### src/rtl/tex_fetch_pkg.sv
package tex_fetch_pkg;

  typedef enum logic [5:0] {
    FMT_RGBA32_LINEAR = 6'h00
  } tex_fmt_e;

  localparam int ROW_UNIT_LOG2    = 6;   // pitch counts rows in units of 64 texels
  localparam int TEXEL_BYTES_LOG2 = 2;   // 4 bytes per 32-bit texel

  function automatic logic fmt_is_supported(input logic [5:0] code);
    return code == FMT_RGBA32_LINEAR;
  endfunction

endpackage

### src/rtl/tex_addr_calc.sv
module tex_addr_calc
  import tex_fetch_pkg::*;
#(
  parameter int COORD_W = 11,
  parameter int PITCH_W = 14,
  parameter int ADDR_W  = 32
) (
  input  logic               clk,
  input  logic               rst,
  input  logic               req,
  input  logic [COORD_W-1:0] tu,
  input  logic [COORD_W-1:0] tv,
  input  logic [ADDR_W-1:0]  base,
  input  logic [PITCH_W-1:0] pitch64,
  input  logic [5:0]         fmt,
  output logic [ADDR_W-1:0]  addr,
  output logic               fmt_ok
);

  // Wide enough for v*pitch*64 + u, scaled to bytes, plus the base.
  localparam int PROD_W = COORD_W + PITCH_W + ROW_UNIT_LOG2;
  localparam int IDX_W  = PROD_W + 1;
  localparam int OFF_W  = IDX_W + TEXEL_BYTES_LOG2;
  localparam int SUM_W  = ((OFF_W > ADDR_W) ? OFF_W : ADDR_W) + 1;

  logic [PROD_W-1:0] row_texels;
  logic [IDX_W-1:0]  texel_idx;
  logic [OFF_W-1:0]  byte_off;
  logic [SUM_W-1:0]  byte_addr;

  always_comb begin
    row_texels = PROD_W'(tv) * PROD_W'(pitch64);
    row_texels = row_texels << ROW_UNIT_LOG2;
    texel_idx  = IDX_W'(row_texels) + IDX_W'(tu);
    byte_off   = OFF_W'(texel_idx) << TEXEL_BYTES_LOG2;
    byte_addr  = SUM_W'(base) + SUM_W'(byte_off);
  end

  assign addr   = byte_addr[ADDR_W-1:0];
  assign fmt_ok = fmt_is_supported(fmt);

  // word alignment of the address follows the base's low bits
  a_r2_base_alignment: assert property (@(posedge clk) disable iff (rst)
    req |-> addr[TEXEL_BYTES_LOG2-1:0] == base[TEXEL_BYTES_LOG2-1:0]);

  // one column step moves the address by one texel
  a_r2_column_step: assert property (@(posedge clk) disable iff (rst)
    (req && $past(req) && !$past(rst) && tv == $past(tv) && base == $past(base) &&
     pitch64 == $past(pitch64) && tu == $past(tu) + 1'b1)
    |-> addr == $past(addr) + ADDR_W'(1 << TEXEL_BYTES_LOG2));

endmodule

### src/rtl/tex_lat_line.sv
module tex_lat_line #(
  parameter int RD_LAT = 1
) (
  input  logic clk,
  input  logic rst,
  input  logic issue,
  input  logic fmt_ok,
  output logic done,
  output logic done_ok
);

  localparam int CNT_W = $clog2(RD_LAT + 2);

  logic [RD_LAT-1:0] vld_sr;
  logic [RD_LAT-1:0] ok_sr;

  always_ff @(posedge clk) begin
    if (rst) begin
      vld_sr[0] <= 1'b0;
      ok_sr[0]  <= 1'b0;
    end else begin
      vld_sr[0] <= issue;
      ok_sr[0]  <= issue & fmt_ok;
    end
  end

  for (genvar s = 1; s < RD_LAT; s++) begin : g_stage
    always_ff @(posedge clk) begin
      if (rst) begin
        vld_sr[s] <= 1'b0;
        ok_sr[s]  <= 1'b0;
      end else begin
        vld_sr[s] <= vld_sr[s-1];
        ok_sr[s]  <= ok_sr[s-1];
      end
    end
  end

  assign done    = vld_sr[RD_LAT-1];
  assign done_ok = ok_sr[RD_LAT-1];

  // Checker: reads in flight can never exceed the latency depth
  logic [CNT_W-1:0] inflight;
  always_ff @(posedge clk) begin
    if (rst) inflight <= '0;
    else     inflight <= inflight + CNT_W'(issue) - CNT_W'(done);
  end

  // no completion without an outstanding read
  a_r4_no_orphan_done: assert property (@(posedge clk) disable iff (rst)
    done |-> inflight != '0);

  // full-rate issue never piles up beyond the pipeline depth
  a_r6_inflight_bound: assert property (@(posedge clk) disable iff (rst)
    inflight <= CNT_W'(RD_LAT));

  // a good-format mark only travels with a valid
  a_r8_ok_implies_done: assert property (@(posedge clk) disable iff (rst)
    done_ok |-> done);

endmodule

### src/rtl/tex_color_out.sv
module tex_color_out #(
  parameter int DATA_W = 32
) (
  input  logic              clk,
  input  logic              rst,
  input  logic              done,
  input  logic              done_ok,
  input  logic [DATA_W-1:0] rd_data,
  output logic [DATA_W-1:0] color
);

  always_comb begin
    color = '0;
    if (done && done_ok) color = rd_data;
  end

  // idle cycles carry no color
  a_r9_idle_zero: assert property (@(posedge clk) disable iff (rst)
    !done |-> color == '0);

  // a good-format result passes memory data through
  a_r5_passthrough: assert property (@(posedge clk) disable iff (rst)
    (done && done_ok) |-> color == rd_data);

endmodule

### src/rtl/tex_fetch_pipe.sv
module tex_fetch_pipe
  import tex_fetch_pkg::*;
#(
  parameter int COORD_W = 11,
  parameter int PITCH_W = 14,
  parameter int ADDR_W  = 32,
  parameter int DATA_W  = 32,
  parameter int RD_LAT  = 1
) (
  input  logic               clk,
  input  logic               rst,
  input  logic               in_vld,
  input  logic [COORD_W-1:0] tu,
  input  logic [COORD_W-1:0] tv,
  input  logic [ADDR_W-1:0]  tex_base,
  input  logic [PITCH_W-1:0] pitch64,
  input  logic [5:0]         fmt,
  output logic               rd_en,
  output logic [ADDR_W-1:0]  rd_addr,
  input  logic [DATA_W-1:0]  rd_data,
  output logic               out_vld,
  output logic [DATA_W-1:0]  out_color
);

  logic fmt_ok;
  logic done;
  logic done_ok;

  tex_addr_calc #(
    .COORD_W(COORD_W), .PITCH_W(PITCH_W), .ADDR_W(ADDR_W)
  ) u_addr (
    .clk(clk), .rst(rst), .req(in_vld),
    .tu(tu), .tv(tv), .base(tex_base), .pitch64(pitch64), .fmt(fmt),
    .addr(rd_addr), .fmt_ok(fmt_ok)
  );

  assign rd_en = in_vld;

  tex_lat_line #(.RD_LAT(RD_LAT)) u_lat (
    .clk(clk), .rst(rst), .issue(rd_en), .fmt_ok(fmt_ok),
    .done(done), .done_ok(done_ok)
  );

  tex_color_out #(.DATA_W(DATA_W)) u_color (
    .clk(clk), .rst(rst), .done(done), .done_ok(done_ok),
    .rd_data(rd_data), .color(out_color)
  );

  assign out_vld = done;

  // the cycle after reset shows no output valid
  a_r7_reset_quiet: assert property (@(posedge clk) disable iff (rst)
    $past(rst) |-> !out_vld);

endmodule

### config.mk
export PLATFORM = sky130hd
export DESIGN_NAME = tex_fetch_pipe
export DESIGN_NICKNAME = d
export VERILOG_FILES = /design/src/rtl/tex_fetch_pkg.sv /design/src/rtl/tex_addr_calc.sv /design/src/rtl/tex_lat_line.sv /design/src/rtl/tex_color_out.sv /design/src/rtl/tex_fetch_pipe.sv
export SDC_FILE = /design/constraint.sdc
export NUM_CORES = 1
export LEC_CHECK = 0
export BUFFER_PORTS_ARGS = -buffer_cell sky130_fd_sc_hd__clkbuf_2
export CAP_MARGIN = 20
export CORE_ASPECT_RATIO = 0.9
export CORE_MARGIN = 5
export CORE_UTILIZATION = 40
export DETAILED_ROUTE_END_ITERATION = 16
export GPL_TIMING_DRIVEN = 1
export SLEW_MARGIN = 25
export SYNTH_ARGS = -nofsm -noshare
export SYNTH_HDL_FRONTEND = slang
export SYNTH_SLANG_ARGS = --single-unit
### constraint.sdc
create_clock -name clk -period 13.8 [get_ports clk]
set_input_delay 2.76 -clock clk [delete_from_list [all_inputs] [get_ports clk]]
set_output_delay 2.76 -clock clk [all_outputs]
set_load 0.05 [all_outputs]
Yosys cells after proc, flatten, opt, wreduce, memory -nomap -nowiden
Cells that the tools add are included.
- register bits: 2
- bits of input ports: 109
- output and inout port bits: 66
- word-level logic and storage cells: 9
- add/subtract/negate cells: 2
- $mul: 1
- muxes and demuxes: 1
- bitwise logic cells: 1
- reduce and logical (&&, ||, !) cells: 2
- operators by type and width (kind ; count):
    adder 32 bit ; 1
    two-way mux 32 bit ; 1
    adder 30 x 11 -> 30 bit ; 1
    multiplier 11 x 14 -> 24 bit ; 1
    logical NOT 6 bit ; 1
    AND 1 bit ; 1
    logical AND 1 bit ; 1

Logic depth before layout (Yosys ltp)
- depth in word-level cells: 3
- mapped depth: 34
- depth with buffers taken out: 31

Cells and area by module
Synthesis repeated with hierarchy kept, for this count alone.
- cells, all modules: 946
- area, all modules: 7572.3 µm²
- by module, submodules not included (module ; times used ; cells each ; area each (µm²) ; sequential area each (µm²)):
    tex_addr_calc ; 1 ; 903 ; 7239.4 ; 0.0
    tex_color_out ; 1 ; 38 ; 270.3 ; 0.0
    tex_lat_line ; 1 ; 4 ; 55.1 ; 40.0
    tex_fetch_pipe ; 1 ; 1 ; 7.5 ; 0.0

Worst setup path after synthesis
Ideal clock, no wire load.
- kind: input port to output port
- from: in tv[2]
- to: out rd_addr[26]
- data arrival time: 10453 ps
- required time: 11040 ps
- setup slack: 587 ps
- stages on the path: 25
- path buffers: 2
- cell sequence: clkbuf_1 nand2_1 fa_1 fa_1 inv_1 fa_1 fa_1 inv_1 fa_1 inv_1 ha_1 a21oi_4 o211ai_1 a31o_2 a21oi_1 xnor2_1 nand3_1 nor2b_1 xnor2_1 ha_1 clkbuf_1 o211ai_1 a21boi_0 o21ai_0 o311ai_0
- word-level cells in the longest chain between the ends: 3
- ends and longest elaborated chain (item ; line ; source):
    start: declaration ; tex_fetch_pipe.sv:14 ; input logic [COORD_W-1:0] tv,
    multiplier 11 x 14 -> 24 bit ; tex_addr_calc.sv:32 ; row_texels = PROD_W'(tv) * PROD_W'(pitch64);
    adder 30 x 11 -> 30 bit ; tex_addr_calc.sv:34 ; texel_idx = IDX_W'(row_texels) + IDX_W'(tu);
    adder 32 bit ; tex_addr_calc.sv:36 ; byte_addr = SUM_W'(base) + SUM_W'(byte_off);
    end: declaration ; tex_fetch_pipe.sv:19 ; output logic [ADDR_W-1:0] rd_addr,
No other way between the ends.

Worst setup path after layout
- from: in tv[5]
- to: out rd_addr[31]
Same word-level chain as after synthesis.

==> metrics.txt <==
status completed; DP Area 8410 um2; Inserted Diodes 0; DR iter-0 viols 352; Setup-failing EPs final 0; crit path max-delay cell type fa_1; syn_area_per_cell 7.91 um2; detailed placer's ending HPWL 15800 um; Yosys reg bits 2; vias per inst 5.04; DRT antenna net count 0; Post-Synthesis Cells 938; clk buf depth 2; Die Area 21400 um2; Synth top area share 29.1%; Critical Path End Type output pin; Post-synth EDFFs 0; Setup TNS 0 ns; Syn. warnings 0; core region area 18300 um2; final hold violation count 0; DR vias 6635; Cell Rows 47; pin count of the biggest net entering global routing 34; initial antenna violation count 0; top cells by area, synth fa_1 29%, ha_1 16%, inv_1 8.0%, and2_1 6.2%, nand2_1 5.6%; post-synthesis async set-or-reset flop share 0%; RePlAce Congestion 0.820; Die H 139 um; Layout area overhead 14.4%; layout cell share with drive strength beyond 1 18.5%; Cell Area, Synth 7420 um2; Num CTS Buffers 3; Highest Clock Rate 75.6 MHz; # H-tree levels 1; CP required 11.04 ns; final wirelength 17700 um; Reg clk slew, reported paths 0.03 ns; Fillers 1867; Pre-antenna DRT Iters 5; kind of critical path in2out; IO Pins 175; Max Cap Violations 0; Synth Flop Type dfxtp_1; biggest cell delay along the critical path 0.55 ns; register area 40.0 um2; sequential-to-total area share from yosys stat 0.540%; final core occ 46.4%; final instance area 8490 um2; Overflow after GRT 0; Starting Density 40.6%; Slew HR 49.6%; crit start category primary input; drt drc 0; Avg WL per Cell 13.4 um; syn_nets 1250; clock sink count 2; most frequent CP cell fa_1; crit path DAT 10.47 ns; Multi-input gate area 6610 um2; Nets 1385; vias in the first global route 6208; Synth cell types 64; Period Utilization, post-route 95.9%; first-pass GRT wire length 29300 um; Hold Path Class in2reg; Slew @ Worst Pin 0.754 ns; Tot GR Track Use 15.8%; Clock Tree Root clkbuf_16; RSZ-0062 raised after global routing false; IO Port Bufs 170; CTS tree built; die width 154 um; fin. max-slew vios 0; min cycle time layout 13.23 ns; crit path max fanout 14; Synth area leader fa_1
==> layer usage <==
layer	vias to the layer above	track usage (%)	routed length [um]
met5	-	0	0
met4	0	1.35	110
met3	10	0.900	656
met2	129	28.2	9040
met1	3190	21.9	7880
li1	3306	-	-
==> layout by cell type, fill, tap and decap left out, types with 2 or more instances in the layout <==
cell type	count
a31o_2	2
nand2b_1	11
inv_1	158
nand3_1	13
o21ai_0	27
nand4_1	5
ha_1	95
a2111oi_0	2
a21oi_1	32
nor2_1	34
a211oi_1	13
o2111ai_1	2
o21ai_1	4
a21o_1	18
xnor2_1	47
or3_1	3
and3_1	39
clkbuf_2	170
a41o_1	3
o31ai_1	4
nor3_1	9
a211oi_2	4
o211ai_1	4
clkbuf_16	3
xor2_1	17
o21bai_1	3
o21a_1	8
a31oi_1	5
and3_2	2
nand2_1	110
buf_4	2
or2_2	2
and2_1	74
fa_1	108
dfxtp_1	2
nor2b_1	7
a21boi_0	3
==> layout make-up <==
type	count	area share [%]
multi-input combinational	736	77.9
timing repair buffer	172	10.2
inverter	158	6.98
tap	245	3.61
clock buffer	3	0.884
sequential	2	0.471
==> critical path, delay by kind of cell <==
family | cells | cell delay [ns]
buffers and inverters | 6 | 0.70
xor gates and xnor gates | 4 | 0.64
and+or+nand+nor | 4 | 0.81
AOI/OAI and AO/OA | 11 | 2.13
adders and majority gates | 7 | 3.43
==> registers in the layout, indices dropped and copies added, names as in the netlist <==
signal and count:
u_lat.done 1, u_lat.done_ok 1
==> stage by stage <==
step | worst slack (ns) | hold slack, ns | cells
floorplan | 0.587 | 2.84 | 938
global placement | 0.568 | 2.93 | 1313
detailed placement | 0.434 | 2.93 | 1313
CTS | 0.418 | 2.71 | 1316
global route | 0.0709 | 2.72 | 1316
finish | 0.565 | 2.71 | 1316
==> repair_timing <==
action / CTS / global route
resized for setup: 0 / 1
buffers inserted: 0 / 0
setup endpoints to repair: 0 / 1
hold buffers: 0 / 0
==> synthesized netlist by cell type, drive strengths merged, types with 4 or more instances <==
master	n
a211oi	17
a21o	19
a21oi	33
a31oi	5
and2	74
and3	41
buf	5
clkbuf	37
fa	108
ha	95
inv	158
nand2	110
nand2b	11
nand3	13
nand4	5
nor2	34
nor2b	8
nor3	9
o211ai	5
o21a	8
o21ai	32
o31ai	4
xnor2	48
xor2	17
==> cells by family after synthesis <==
group | after synthesis | synth area share [%]
fa+ha+maj | 203 | 45.2
flops | 2 | 0.540
compound gates | 153 | 14.6
xor+xnor | 65 | 7.77
simple gates | 314 | 21.4
buf+inv | 200 | 10.4
mux | 1 | 0.135
==> path summary, 6_finish.rpt <==
path	slack (ns)	depth (start not counted)	startpoint	endpoint
max	0.57	32	tv[5]	rd_addr[31]
min	2.71	2	rst	u_lat.done
Power is not shown: default switching activity piles up to over one toggle a cycle in this logic, so the estimate is an artifact.
